===== src/rtl/lut_pkg.sv =====
package lut_pkg;

  typedef enum logic [1:0] {
    MODE_PASS  = 2'b00,
    MODE_LATCH = 2'b01,
    MODE_PULSE = 2'b10,
    MODE_HOST  = 2'b11
  } lut_mode_e;

  function automatic int unsigned max_u(input int unsigned a, input int unsigned b);
    return (a > b) ? a : b;
  endfunction

endpackage


===== src/rtl/lut_enable_edge.sv =====
module lut_enable_edge #(
  parameter int unsigned N_EN = 4
) (
  input  logic            clk,
  input  logic            rst_n,
  input  logic [N_EN-1:0] en_i,
  output logic            all_o,
  output logic            edge_o
);

  logic all_q;

  assign all_o  = &en_i;
  assign edge_o = all_o & ~all_q;

  // Reset value 1: enables already high at release are not a fresh edge.
  always_ff @(posedge clk or negedge rst_n) begin
    if (!rst_n) all_q <= 1'b1;
    else        all_q <= all_o;
  end

endmodule


===== src/rtl/lut_capture.sv =====
module lut_capture
  import lut_pkg::*;
#(
  parameter int unsigned AW      = 8,
  parameter int unsigned AGE_MAX = 3,
  parameter int unsigned CNT_W   = 2
) (
  input  logic             clk,
  input  logic             rst_n,
  input  logic [1:0]       mode_i,
  input  logic             edge_i,
  input  logic [AW-1:0]    addr_i,
  output logic [AW-1:0]    addr_o,
  output logic [CNT_W-1:0] age_o,
  output logic             armed_o
);

  localparam logic [CNT_W-1:0] AGE_TOP = CNT_W'(AGE_MAX);

  logic latched_mode;
  logic take;

  assign latched_mode = (mode_i == MODE_LATCH) || (mode_i == MODE_PULSE);
  assign take         = latched_mode && edge_i;

  always_ff @(posedge clk or negedge rst_n) begin
    if (!rst_n) begin
      addr_o  <= '0;
      age_o   <= AGE_TOP;
      armed_o <= 1'b0;
    end else begin
      if (take) begin
        addr_o  <= addr_i;
        age_o   <= '0;
        armed_o <= 1'b1;
      end else begin
        if (age_o != AGE_TOP) age_o <= age_o + 1'b1;
        if (!latched_mode) armed_o <= 1'b0;
      end
    end
  end

endmodule


===== src/rtl/lut_out_shaper.sv =====
module lut_out_shaper
  import lut_pkg::*;
#(
  parameter int unsigned AW        = 8,
  parameter int unsigned DW        = 16,
  parameter int unsigned N_RDY     = 4,
  parameter int unsigned READY_DLY = 2,
  parameter int unsigned PULSE_W   = 3,
  parameter int unsigned CNT_W     = 2
) (
  input  logic [1:0]       mode_i,
  input  logic [AW-1:0]    front_addr_i,
  input  logic [AW-1:0]    host_addr_i,
  input  logic [AW-1:0]    cap_addr_i,
  input  logic [CNT_W-1:0] age_i,
  input  logic             armed_i,
  input  logic [DW-1:0]    tbl_data_i,
  output logic [AW-1:0]    tbl_addr_o,
  output logic [DW-1:0]    word_o,
  output logic [N_RDY-1:0] ready_o
);

  localparam logic [CNT_W-1:0] RDY_AT = CNT_W'(READY_DLY);
  localparam logic [CNT_W-1:0] PW_END = CNT_W'(PULSE_W);

  logic rdy;
  logic settled;
  logic in_pulse;

  assign settled  = armed_i && (age_i >= RDY_AT);
  assign in_pulse = armed_i && (age_i < PW_END);

  always_comb begin
    tbl_addr_o = cap_addr_i;
    word_o     = tbl_data_i;
    rdy        = 1'b0;
    unique case (mode_i)
      MODE_PASS: begin
        tbl_addr_o = front_addr_i;
      end
      MODE_LATCH: begin
        rdy = settled;
      end
      MODE_PULSE: begin
        word_o = in_pulse ? tbl_data_i : '0;
        rdy    = settled && in_pulse;
      end
      default: begin
        tbl_addr_o = host_addr_i;
      end
    endcase
  end

  for (genvar g = 0; g < N_RDY; g++) begin : g_rdy
    assign ready_o[g] = rdy;
  end

endmodule


===== src/rtl/lut_datapath.sv =====
module lut_datapath
  import lut_pkg::*;
#(
  parameter int unsigned IN_W      = 16,
  parameter int unsigned DW        = 16,
  parameter int unsigned DEPTH     = 256,
  parameter int unsigned N_EN      = 4,
  parameter int unsigned N_RDY     = 4,
  parameter int unsigned READY_DLY = 2,
  parameter int unsigned PULSE_W   = 3
) (
  input  logic                       clk,
  input  logic                       rst_n,
  input  logic [1:0]                 mode_i,
  input  logic [IN_W-1:0]            in_word_i,
  input  logic [N_EN-1:0]            en_i,
  input  logic [IN_W-1:0]            host_addr_i,
  output logic [$clog2(DEPTH)-1:0]   tbl_addr_o,
  input  logic [DW-1:0]              tbl_data_i,
  output logic [DW-1:0]              out_word_o,
  output logic [N_RDY-1:0]           ready_o
);

  localparam int unsigned AW      = $clog2(DEPTH);
  localparam int unsigned AGE_MAX = max_u(READY_DLY, PULSE_W);
  localparam int unsigned CNT_W   = $clog2(AGE_MAX + 1);

  logic             en_all;
  logic             en_edge;
  logic [AW-1:0]    cap_addr;
  logic [CNT_W-1:0] age;
  logic             armed;

  if (AW < IN_W) begin : g_hi
    logic unused_hi;
    assign unused_hi = ^{in_word_i[IN_W-1:AW], host_addr_i[IN_W-1:AW], en_all};
  end else begin : g_nohi
    logic unused_all;
    assign unused_all = en_all;
  end

  lut_enable_edge #(.N_EN(N_EN)) u_edge (
    .clk    (clk),
    .rst_n  (rst_n),
    .en_i   (en_i),
    .all_o  (en_all),
    .edge_o (en_edge)
  );

  lut_capture #(.AW(AW), .AGE_MAX(AGE_MAX), .CNT_W(CNT_W)) u_cap (
    .clk     (clk),
    .rst_n   (rst_n),
    .mode_i  (mode_i),
    .edge_i  (en_edge),
    .addr_i  (in_word_i[AW-1:0]),
    .addr_o  (cap_addr),
    .age_o   (age),
    .armed_o (armed)
  );

  lut_out_shaper #(
    .AW(AW), .DW(DW), .N_RDY(N_RDY),
    .READY_DLY(READY_DLY), .PULSE_W(PULSE_W), .CNT_W(CNT_W)
  ) u_shape (
    .mode_i       (mode_i),
    .front_addr_i (in_word_i[AW-1:0]),
    .host_addr_i  (host_addr_i[AW-1:0]),
    .cap_addr_i   (cap_addr),
    .age_i        (age),
    .armed_i      (armed),
    .tbl_data_i   (tbl_data_i),
    .tbl_addr_o   (tbl_addr_o),
    .word_o       (out_word_o),
    .ready_o      (ready_o)
  );

endmodule


===== config.mk =====
export PLATFORM = sky130hd
export DESIGN_NAME = lut_datapath
export DESIGN_NICKNAME = d
export VERILOG_FILES = /design/src/rtl/lut_pkg.sv /design/src/rtl/lut_enable_edge.sv /design/src/rtl/lut_capture.sv /design/src/rtl/lut_out_shaper.sv /design/src/rtl/lut_datapath.sv
export SDC_FILE = /design/constraint.sdc
export NUM_CORES = 1
export LEC_CHECK = 0
export BUFFER_PORTS_ARGS = -buffer_cell sky130_fd_sc_hd__buf_2
export CAP_MARGIN = 10
export CORE_MARGIN = 2
export CORE_UTILIZATION = 36
export CTS_BUF_LIST = sky130_fd_sc_hd__clkbuf_16
export DETAILED_ROUTE_END_ITERATION = 10
export GPL_TIMING_DRIVEN = 0
export PLACE_DENSITY = 0.79
export SYNTH_ARGS = -nofsm -noshare
export SYNTH_HDL_FRONTEND = slang
export SYNTH_SLANG_ARGS = --single-unit

===== constraint.sdc =====
create_clock -name clk -period 1.6 [get_ports clk]
set_clock_uncertainty 0.1 [all_clocks]
set_input_delay 0 -clock clk [delete_from_list [all_inputs] [get_ports clk]]
set_output_delay 0 -clock clk [all_outputs]
set_load 0.02 [all_outputs]

==> reports/metrics.cfg, run 1 <==
[run_status]
outcome=complete, but fails checks
violations=negative setup slack

[layout]
final_common_cell=buf_2
antenna_cells=0
n_fill_cell=159
layout_common_cells=buf_2, buf_6, and2_4
drive_gt1_frac=0.6592
syn2layout_area_growth_pct=93.91
nNetsFinal=242

[flow_run]
max_cap_violations=0

[route]
routed_wl_um=2797
drtAntennaViolNets=0
drt_pass1_iterations=4
drcViolationCount=0
drt-initial-drc-count=9
vias=1025
wl_per_cell_um=13.51
vias_per_cell=4.952

[clock_tree]
cts_buffers=3
cts_root_buffer=clkbuf_16
htree_num_levels=1
cts_buffer_depth=2
clk_latency_ns=0.24
cts_tree=yes
cts.clk_slew.worst_paths_ns=0.04
cts_sinks=12

[sta]
relSlewSlack=0.7371
fmax_mhz=604.3
tns_ns=-0.2120
final_max_slew_viol_count=0
fin_hold_ws_ns=0.06244
final-setup-viol-count=5
timing.final.crit_share=1.034
hold_viol=0
finalCriticalPeriod_ns=1.655
fin_ws_ns=-0.05477
worst_slew_pin_slew_ns=0.3944
grt_setup_unrepaired=yes

[synthesis]
synthArstFlopShare=1.000
synth-main-ff-cell=dfrtp_1
yosysSeqAreaShare=0.3442
yosysWarnings=0
synth_nets=154
synth_edf_count=0
avgSynthCellArea_um2=9.602
yosys.cell_types.count=21
synthesis.area_um2=883.3
ys_seq_elements=12
synth_cells=92

[global_route]
antenna_found_initial=0
gr-total-overflow=0
grt_pass1_wl_um=3974
grtUsageTotal=0.1980
grt_pass1_vias=935
grt_max_degree=13

[die]
dieArea_mm2=0.002866
num_io_pins=84
die_x_um=53.54
fp.dieH_um=53.54
initial_utilization=0.3881
rows=17
core_area_mm2=0.002276

[setup_path]
worstSetupPathType=reg2out
cp.required_ns=1.50
crit_family=flip-flops
startpoint_type=flip-flop
slowest_delay_ns=0.56
critical_path_arrival_ns=1.55
crit_chain=inv_2 > ha_4 > o211ai_1 > nor2_2 > buf_4 > buf_6
crit_buf_inv=3
cp_slowest_cell=dfstp_2
cp_max_fo=4
endpoint_kind=output pin

[power]
power_density_mw_per_mm2=988.6
peakVddDrop_mv=0.7826
p_leak_nw=0.8794

[placement]
place_hpwl_um=1822
port_buffers=67
gp_congestion=0.7203

[worst_hold_path]
hp-class=in2async

## power breakdown
group          internal [mW]  switching [mW]  leakage, nW
clock network          0.330           0.138       0.0385
registers              0.414          0.0783        0.143
logic                  0.413           0.321        0.697
total                   1.16           0.537        0.879
## synth_stat cells (all sizes together) (2+ instances only)
cell	number	share of area
inv	5	0.021
nand2	8	0.034
a22oi	8	0.068
dfrtp	9	0.25
and2	16	0.11
clkbuf	4	0.017
mux2	8	0.13
o21ai	9	0.055
dfstp	3	0.089
ha	6	0.085
nor2	4	0.017
buf	5	0.047
a21oi	2	0.011
## cells by family (layout without fill, tap and decap cells)
group           Yosys count  in the layout  share of synthesized area
fa+ha+maj                 6              6                    0.08498
compound gates           21             21                     0.1530
mux                       8              8                     0.1317
xor+xnor                  1              1                   0.009917
simple gates             30             30                     0.1912
flops                    12             12                     0.3442
buf+inv                  14            101                    0.08498
## timing repair
action / CTS / global route
hold buffers: 11 / 0
buffers inserted: 4 / 0
hold endpoints to repair: 21 / 0
setup endpoints to repair: 20 / 22
resized for setup: 47 / 25
gates cloned: 1 / 0
pin swaps: 7 / 13
## flip-flops by register name, indices dropped and copies added (netlist names)
| signal | count |
|---|---|
| u_cap.addr_o | 8 |
| u_cap.age_o | 2 |
| u_cap.armed_o | 1 |
| u_edge.all_q | 1 |
## routing by layer
layer	global-route usage	up-vias	part of all wire
met1	0.2021	472	0.37
li1	-	480	-
met5	0	-	0
met4	0.07692	0	0.013
met3	0.05000	3	0.11
met2	0.3807	70	0.51
## final cells by class
cell class	count	area, um^2	area share
tap	28	35.03	0.02045
clock buffer	3	75.07	0.04383
clock inverter	1	3.754	0.002191
multi-input combinational	66	583.1	0.3404
buffer	9	68.82	0.04018
timing repair buffer	83	624.3	0.3645
inverter	5	18.77	0.01096
sequential	12	304.0	0.1775
## worst paths after layout
| kind | from | to | slack, ns | cells after the start |
|---|---|---|---|---|
| min in group clk | tbl_data_i[5] | out_word_o[5] | 0.21 | 3 |
| max | u_cap.age_o[0]$_DFFE_PN1P_ | ready_o[1] | -0.05 | 6 |
| min | rst_n | u_cap.addr_o[7]$_DFFE_PN0P_ | 0.06 | 2 |
| min reg2reg | u_cap.addr_o[4]$_DFFE_PN0P_ | u_cap.addr_o[4]$_DFFE_PN0P_ | 0.41 | 1 |
| max in group asynchronous | rst_n | u_cap.age_o[1]$_DFFE_PN1P_ | 1.06 | 2 |
| max reg2reg | u_edge.all_q$_DFF_PN1_ | u_cap.addr_o[3]$_DFFE_PN0P_ | 0.23 | 3 |
## through the flow
stage	instances	util	setup WS (ns)	cell area, um^2	power, mW
2_1_floorplan	92	-	0.2136	883.3	0.8202
3_3_place_gp	187	0.5509	0.007745	1254	0.9560
3_5_place_dp	187	0.5509	-0.02460	1254	0.9953
4_1_cts	207	0.7246	-0.03874	1649	1.668
5_1_grt	207	0.7526	-0.1236	1713	1.786
6_report	207	0.7526	-0.05477	1713	1.693
Power figures use the tool's default switching activity.
==> inputs of run 2 (changes only) <==
Clock period 1.6 ns to 1.7 ns, I/O delays scaled along.
==> reports/metrics.cfg, run 2 (synthesized netlist as in run 1, its figures left out) <==
[die]
dieArea_mm2=0.002866  ; unchanged
initial_utilization=0.3881  ; unchanged
fp.dieH_um=53.54  ; unchanged
num_io_pins=84  ; unchanged
die_x_um=53.54  ; unchanged
rows=17  ; unchanged
core_area_mm2=0.002276  ; unchanged

[global_route]
gr-total-overflow=0  ; unchanged
antenna_found_initial=0  ; unchanged
grt_pass1_vias=883  ; -5.6%
grtUsageTotal=0.1833  ; -0.01469
grt_max_degree=13  ; unchanged
grt_pass1_wl_um=3670  ; -7.6%

[layout]
nNetsFinal=238  ; -1.7%
largest_register=u_cap.addr_o
layout_common_cells=buf_2, and2_1, dlygate4sd3_1
top_regs=u_cap.addr_o x8, u_cap.age_o x2
final_common_cell=buf_2
largest_register_ff_count=8  ; unchanged
stdcell_count=203  ; -1.9%
antenna_cells=0  ; unchanged
n_fill_cell=188  ; +18%
syn2layout_area_growth_pct=71.39
drive_gt1_frac=0.5486  ; -0.1106

[clock_tree]
cts_tree=yes
cts_buffer_depth=2  ; unchanged
cts.clk_slew.worst_paths_ns=0.04  ; about the same
cts_sinks=12  ; unchanged
htree_num_levels=1  ; unchanged
cts_root_buffer=clkbuf_16
clk_latency_ns=0.24  ; about the same
cts_buffers=3  ; unchanged

[route]
drcViolationCount=0  ; unchanged
vias_per_cell=4.867  ; -1.7%
drt-initial-drc-count=8  ; -1
vias=988  ; -3.6%
drtAntennaViolNets=0  ; unchanged
drt_pass1_iterations=4  ; unchanged
wl_per_cell_um=12.25  ; -9.3%
routed_wl_um=2487  ; -11%

[sta]
tns_ns=0  ; +0.2120 ns
fin_ws_ns=0.04571  ; +0.1005 ns
final-setup-viol-count=0  ; -5
relSlewSlack=0.7124  ; -0.02472
finalCriticalPeriod_ns=1.654
worst_slew_pin_slew_ns=0.4314  ; +0.03707 ns
timing.final.crit_share=0.9731
grt_setup_unrepaired=yes
fmax_mhz=604.5
hold_viol=0  ; unchanged
final_max_slew_viol_count=0  ; unchanged

[setup_path]
reg2reg_to=u_cap.addr_o[5]$_DFFE_PN0P_
cp.required_ns=1.60  ; +0.10 ns
crit_start=u_cap.age_o[1]$_DFFE_PN1P_
cp_max_fo=4  ; unchanged
startpoint_type=flip-flop
regToRegSetupSlack_ns=0.33  ; +0.10 ns
worstSetupPathType=reg2out
reg2regPathDepth=3  ; unchanged
reg2reg_from=u_edge.all_q$_DFF_PN1_
endpoint_kind=output pin
critical_path_arrival_ns=1.55  ; about the same

[placement]
post-place-cells=187  ; unchanged
port_buffers=67  ; unchanged
place_hpwl_um=1822  ; unchanged
dp_worst_setup_slack_ns=0.07540  ; +0.1000 ns
gp_congestion=0.7203  ; unchanged

[run_status]
outcome=finished clean

[power]
power_density_mw_per_mm2=982.7  ; -0.60%
p_leak_nw=0.7846  ; -11%
peakVddDrop_mv=0.7141  ; -8.8%

[flow_run]
max_cap_violations=0  ; unchanged

[worst_hold_path]
hp-class=in2async

==> run 2: area by class of cell <==
class                           count  area (um^2)  share of cell area
Buffer                              8        52.55             0.03471
Inverter                            5        18.77             0.01240
Clock buffer                        3        75.07             0.04959
Tap cell                           28        35.03             0.02314
Multi-Input combinational cell     66        539.3              0.3562
Timing Repair Buffer               80        485.5              0.3207
Clock inverter                      1        3.754            0.002479
Sequential cell                    12        304.0              0.2008
==> run 2: metrics by stage <==
| step | hold slack, ns | power, mW | util | cell area, um^2 |
|---|---|---|---|---|
| 4_1_cts | 0.06789 | 1.455 | 0.6476 | 1474 |
| 5_1_grt | 0.09441 | 1.575 | 0.6652 | 1514 |
| 3_5_place_dp | -0.2049 | 0.9367 | 0.5509 | 1254 |
| 6_report | 0.06349 | 1.488 | 0.6652 | 1514 |
| 2_1_floorplan | -0.3956 | 0.7719 | - | 883.3 |
| 3_3_place_gp | -0.2163 | 0.8998 | 0.5509 | 1254 |
==> run 2: power breakdown <==
group | total [mW] | leakage [nW] | internal (mW) | switching (mW)
registers | 0.467 | 0.143 | 0.389 | 0.0776
logic | 0.580 | 0.603 | 0.307 | 0.274
clock network | 0.441 | 0.0385 | 0.310 | 0.130
==> run 2: worst max-delay path by stage <==
| stage | slack [ns] | endpoint | cells after the start |
|---|---|---|---|
| after CTS | 0.004 | out_word_o[9] | 5 |
| after detailed placement | 0.08 | out_word_o[9] | 5 |
| after global routing | -0.04 | ready_o[1] | 6 |
| after floorplan | 0.31 | out_word_o[10] | 4 |
| final | 0.05 | ready_o[1] | 5 |
| after global placement | 0.11 | ready_o[0] | 8 |
==> run 2: metal layers <==
layer / vias to the layer above / global-route usage / share of wire
li1: 471 / - / -
met1: 446 / 0.1829 / 0.36
met4: 0 / 0.07692 / 0.014
met3: 3 / 0.05000 / 0.11
met2: 68 / 0.3519 / 0.51
met5: - / 0 / 0
==> run 2: critical path: stages (launching register included) <==
cell	delay, ns
dfstp_2	0.60
ha_4	0.15
o211ai_1	0.10
nor2_2	0.21
buf_4	0.14
buf_6	0.11
==> run 2: timing repair <==
item / CTS / global route
gates cloned: 0 / 0
hold buffers: 11 / 0
pin swaps: 2 / 4
endpoints found under the setup margin: 14 / 14
setup buffers: 1 / 1
hold endpoints to repair: 21 / 0
resized for setup: 7 / 10
==> inputs of run 3 (changes only) <==
Settings changed: CELL_PAD_IN_SITES_DETAIL_PLACEMENT set to 0, CELL_PAD_IN_SITES_GLOBAL_PLACEMENT set to 2, CORE_UTILIZATION 36 to 18, PLACE_DENSITY 0.79 to not set, PLACE_DENSITY_LB_ADDON set to 0.1.
==> reports/metrics.cfg, run 3 (synthesized netlist as in run 1, its figures left out) <==
[clock_tree]
cts_tree=yes
cts_sinks=12  ; unchanged
cts_buffers=3  ; unchanged
clk_latency_ns=0.24  ; about the same
cts_buffer_depth=2  ; unchanged
cts.clk_slew.worst_paths_ns=0.04  ; about the same
htree_num_levels=1  ; unchanged
cts_root_buffer=clkbuf_16

[worst_hold_path]
hp-class=in2async

[sta]
final_max_slew_viol_count=0  ; unchanged
fmax_mhz=613.9  ; +1.6%
finalCriticalPeriod_ns=1.629  ; -0.02540 ns
timing.final.crit_share=0.9582  ; -0.01494
worst_slew_pin_slew_ns=0.4339  ; +0.002466 ns
hold_viol=0  ; unchanged
grt_setup_unrepaired=yes
relSlewSlack=0.7107  ; -0.001644
final-setup-viol-count=0  ; unchanged

[setup_path]
regToRegSetupSlack_ns=0.33  ; about the same
reg2reg_to=u_cap.addr_o[4]$_DFFE_PN0P_
cp.required_ns=1.60  ; about the same
reg2reg_from=u_edge.all_q$_DFF_PN1_
cp_max_fo=10  ; +6
critical_path_arrival_ns=1.53  ; -0.02 ns
endpoint_kind=output pin
reg2regPathDepth=3  ; unchanged
startpoint_type=flip-flop
worstSetupPathType=reg2out

[global_route]
grt_max_degree=13  ; unchanged
grt_pass1_wl_um=3712  ; +1.1%
top_usage_layer=met2
met2_usage=0.1389  ; -0.2130
use_met1=0.1169  ; -0.06605
gr-total-overflow=0  ; unchanged
antenna_found_initial=0  ; unchanged
grtUsageTotal=0.08810  ; -0.09521
grt_pass1_vias=805  ; -8.8%
use_met3=0.01897  ; -0.03103

[route]
wl_per_cell_um=10.13  ; -17%
drt_pass1_iterations=3  ; -1
vias_per_cell=3.832  ; -21%
drcViolationCount=0  ; unchanged
routed_wl_um=2472  ; -0.60%
drtAntennaViolNets=0  ; unchanged
vias=935  ; -5.4%
drt-initial-drc-count=11  ; +3

[run_status]
outcome=finished clean

[layout]
layout_common_cells=buf_2, and2_1, dlygate4sd3_1
top_regs=u_cap.addr_o x8, u_cap.age_o x2
n_fill_cell=511  ; +170%
largest_register=u_cap.addr_o
largest_register_ff_count=8  ; unchanged
stdcell_count=244  ; +20%
drive_gt1_frac=0.5650  ; +0.01640
antenna_cells=0  ; unchanged
syn2layout_area_growth_pct=79.60
nNetsFinal=240  ; +0.84%
final_common_cell=buf_2

[flow_run]
max_cap_violations=0  ; unchanged

[die]
die_x_um=74.06  ; +38%
dieArea_mm2=0.005484  ; +91%
initial_utilization=0.1870  ; -0.2011
core_area_mm2=0.004723  ; +110%
rows=25  ; +8
fp.dieH_um=74.06  ; +38%
num_io_pins=84  ; unchanged

[power]
seq_power_share=0.309  ; -0.005
power.share.clock=0.287  ; -0.009
power_density_mw_per_mm2=935.5  ; -4.8%
power_mw=1.484  ; -0.24%
p_int_mw=1.019  ; +1.3%
p_switching_uw=465.1  ; -3.4%
p_leak_nw=0.7994  ; +1.9%
peakVddDrop_mv=0.3173  ; -56%
p_comb_frac=0.403  ; +0.013
p_sw_frac=0.3134  ; -0.01019

[placement]
place_hpwl_um=1880  ; +3.2%
gp_congestion=0.6650  ; -7.7%
port_buffers=67  ; unchanged
post-place-cells=226  ; +21%

run 3: power by group through the flow:
stage          logic, mW  registers (mW)  clock network (mW)
2_1_floorplan      0.340           0.432                   0
3_3_place_gp       0.477           0.441                   0
3_5_place_dp       0.486           0.443                   0
4_1_cts            0.543           0.453               0.437
5_1_grt            0.673           0.469               0.456
6_report           0.599           0.459               0.426
run 3: worst max path at each step:
stage	from	to	slack, ns	depth (start not counted)
global placement	mode_i[0]	ready_o[0]	-0.04	8
CTS	u_cap.age_o[0]$_DFFE_PN1P_	ready_o[0]	0.004	6
detailed placement	mode_i[0]	ready_o[0]	-0.05	8
finish	u_cap.age_o[1]$_DFFE_PN1P_	out_word_o[14]	0.07	5
global route	u_cap.age_o[0]$_DFFE_PN1P_	ready_o[0]	-0.004	6
floorplan	u_cap.age_o[0]$_DFFE_PN1P_	out_word_o[10]	0.31	4
run 3: cell type report:
class / count / area [um^2] / area share
Clock buffer: 3 / 75.07 / 0.04732
Multi-Input combinational cell: 66 / 543.0 / 0.3423
Buffer: 9 / 65.06 / 0.04101
Clock inverter: 1 / 3.754 / 0.002366
Inverter: 5 / 18.77 / 0.01183
Timing Repair Buffer: 81 / 493.0 / 0.3107
Sequential cell: 12 / 304.0 / 0.1916
Tap cell: 67 / 83.83 / 0.05284
run 3: critical path: stages, from the launching register on:
cell and delay (ns):
dfstp_2 0.59, ha_4 0.18, o21ai_4 0.08, buf_6 0.14
and2_1 0.14, buf_2 0.15
run 3: routing by layer:
layer,vias up,part of all wire,routed length [um]
li1,477,-,-
met1,404,0.45,1106
met2,49,0.46,1126
met3,5,0.084,208
met4,0,0.013,31
met5,-,0,0
run 3: what timing repair did:
item                                    4_1_cts  5_1_grt
hold buffers                                 11        0
buffers inserted                              1        2
resized for setup                             5       17
endpoints found under the hold margin        21        0
endpoints found under the setup margin       14       14
pin swaps                                     1        3
run 3: per-stage QoR:
step | cell area, um^2 | utilization | TNS, ns | worst slack (ns) | hold WS, ns
finish | 1587 | 0.3359 | 0 | 0.07111 | 0.06343
global route | 1587 | 0.3359 | -0.008773 | -0.003542 | 0.1109
CTS | 1516 | 0.3211 | 0 | 0.004002 | 0.08305
detailed placement | 1303 | 0.2758 | -0.1710 | -0.04530 | -0.2045
global placement | 1303 | 0.2758 | -0.1417 | -0.03638 | -0.2003
floorplan | 883.3 | - | 0 | 0.3136 | -0.3956
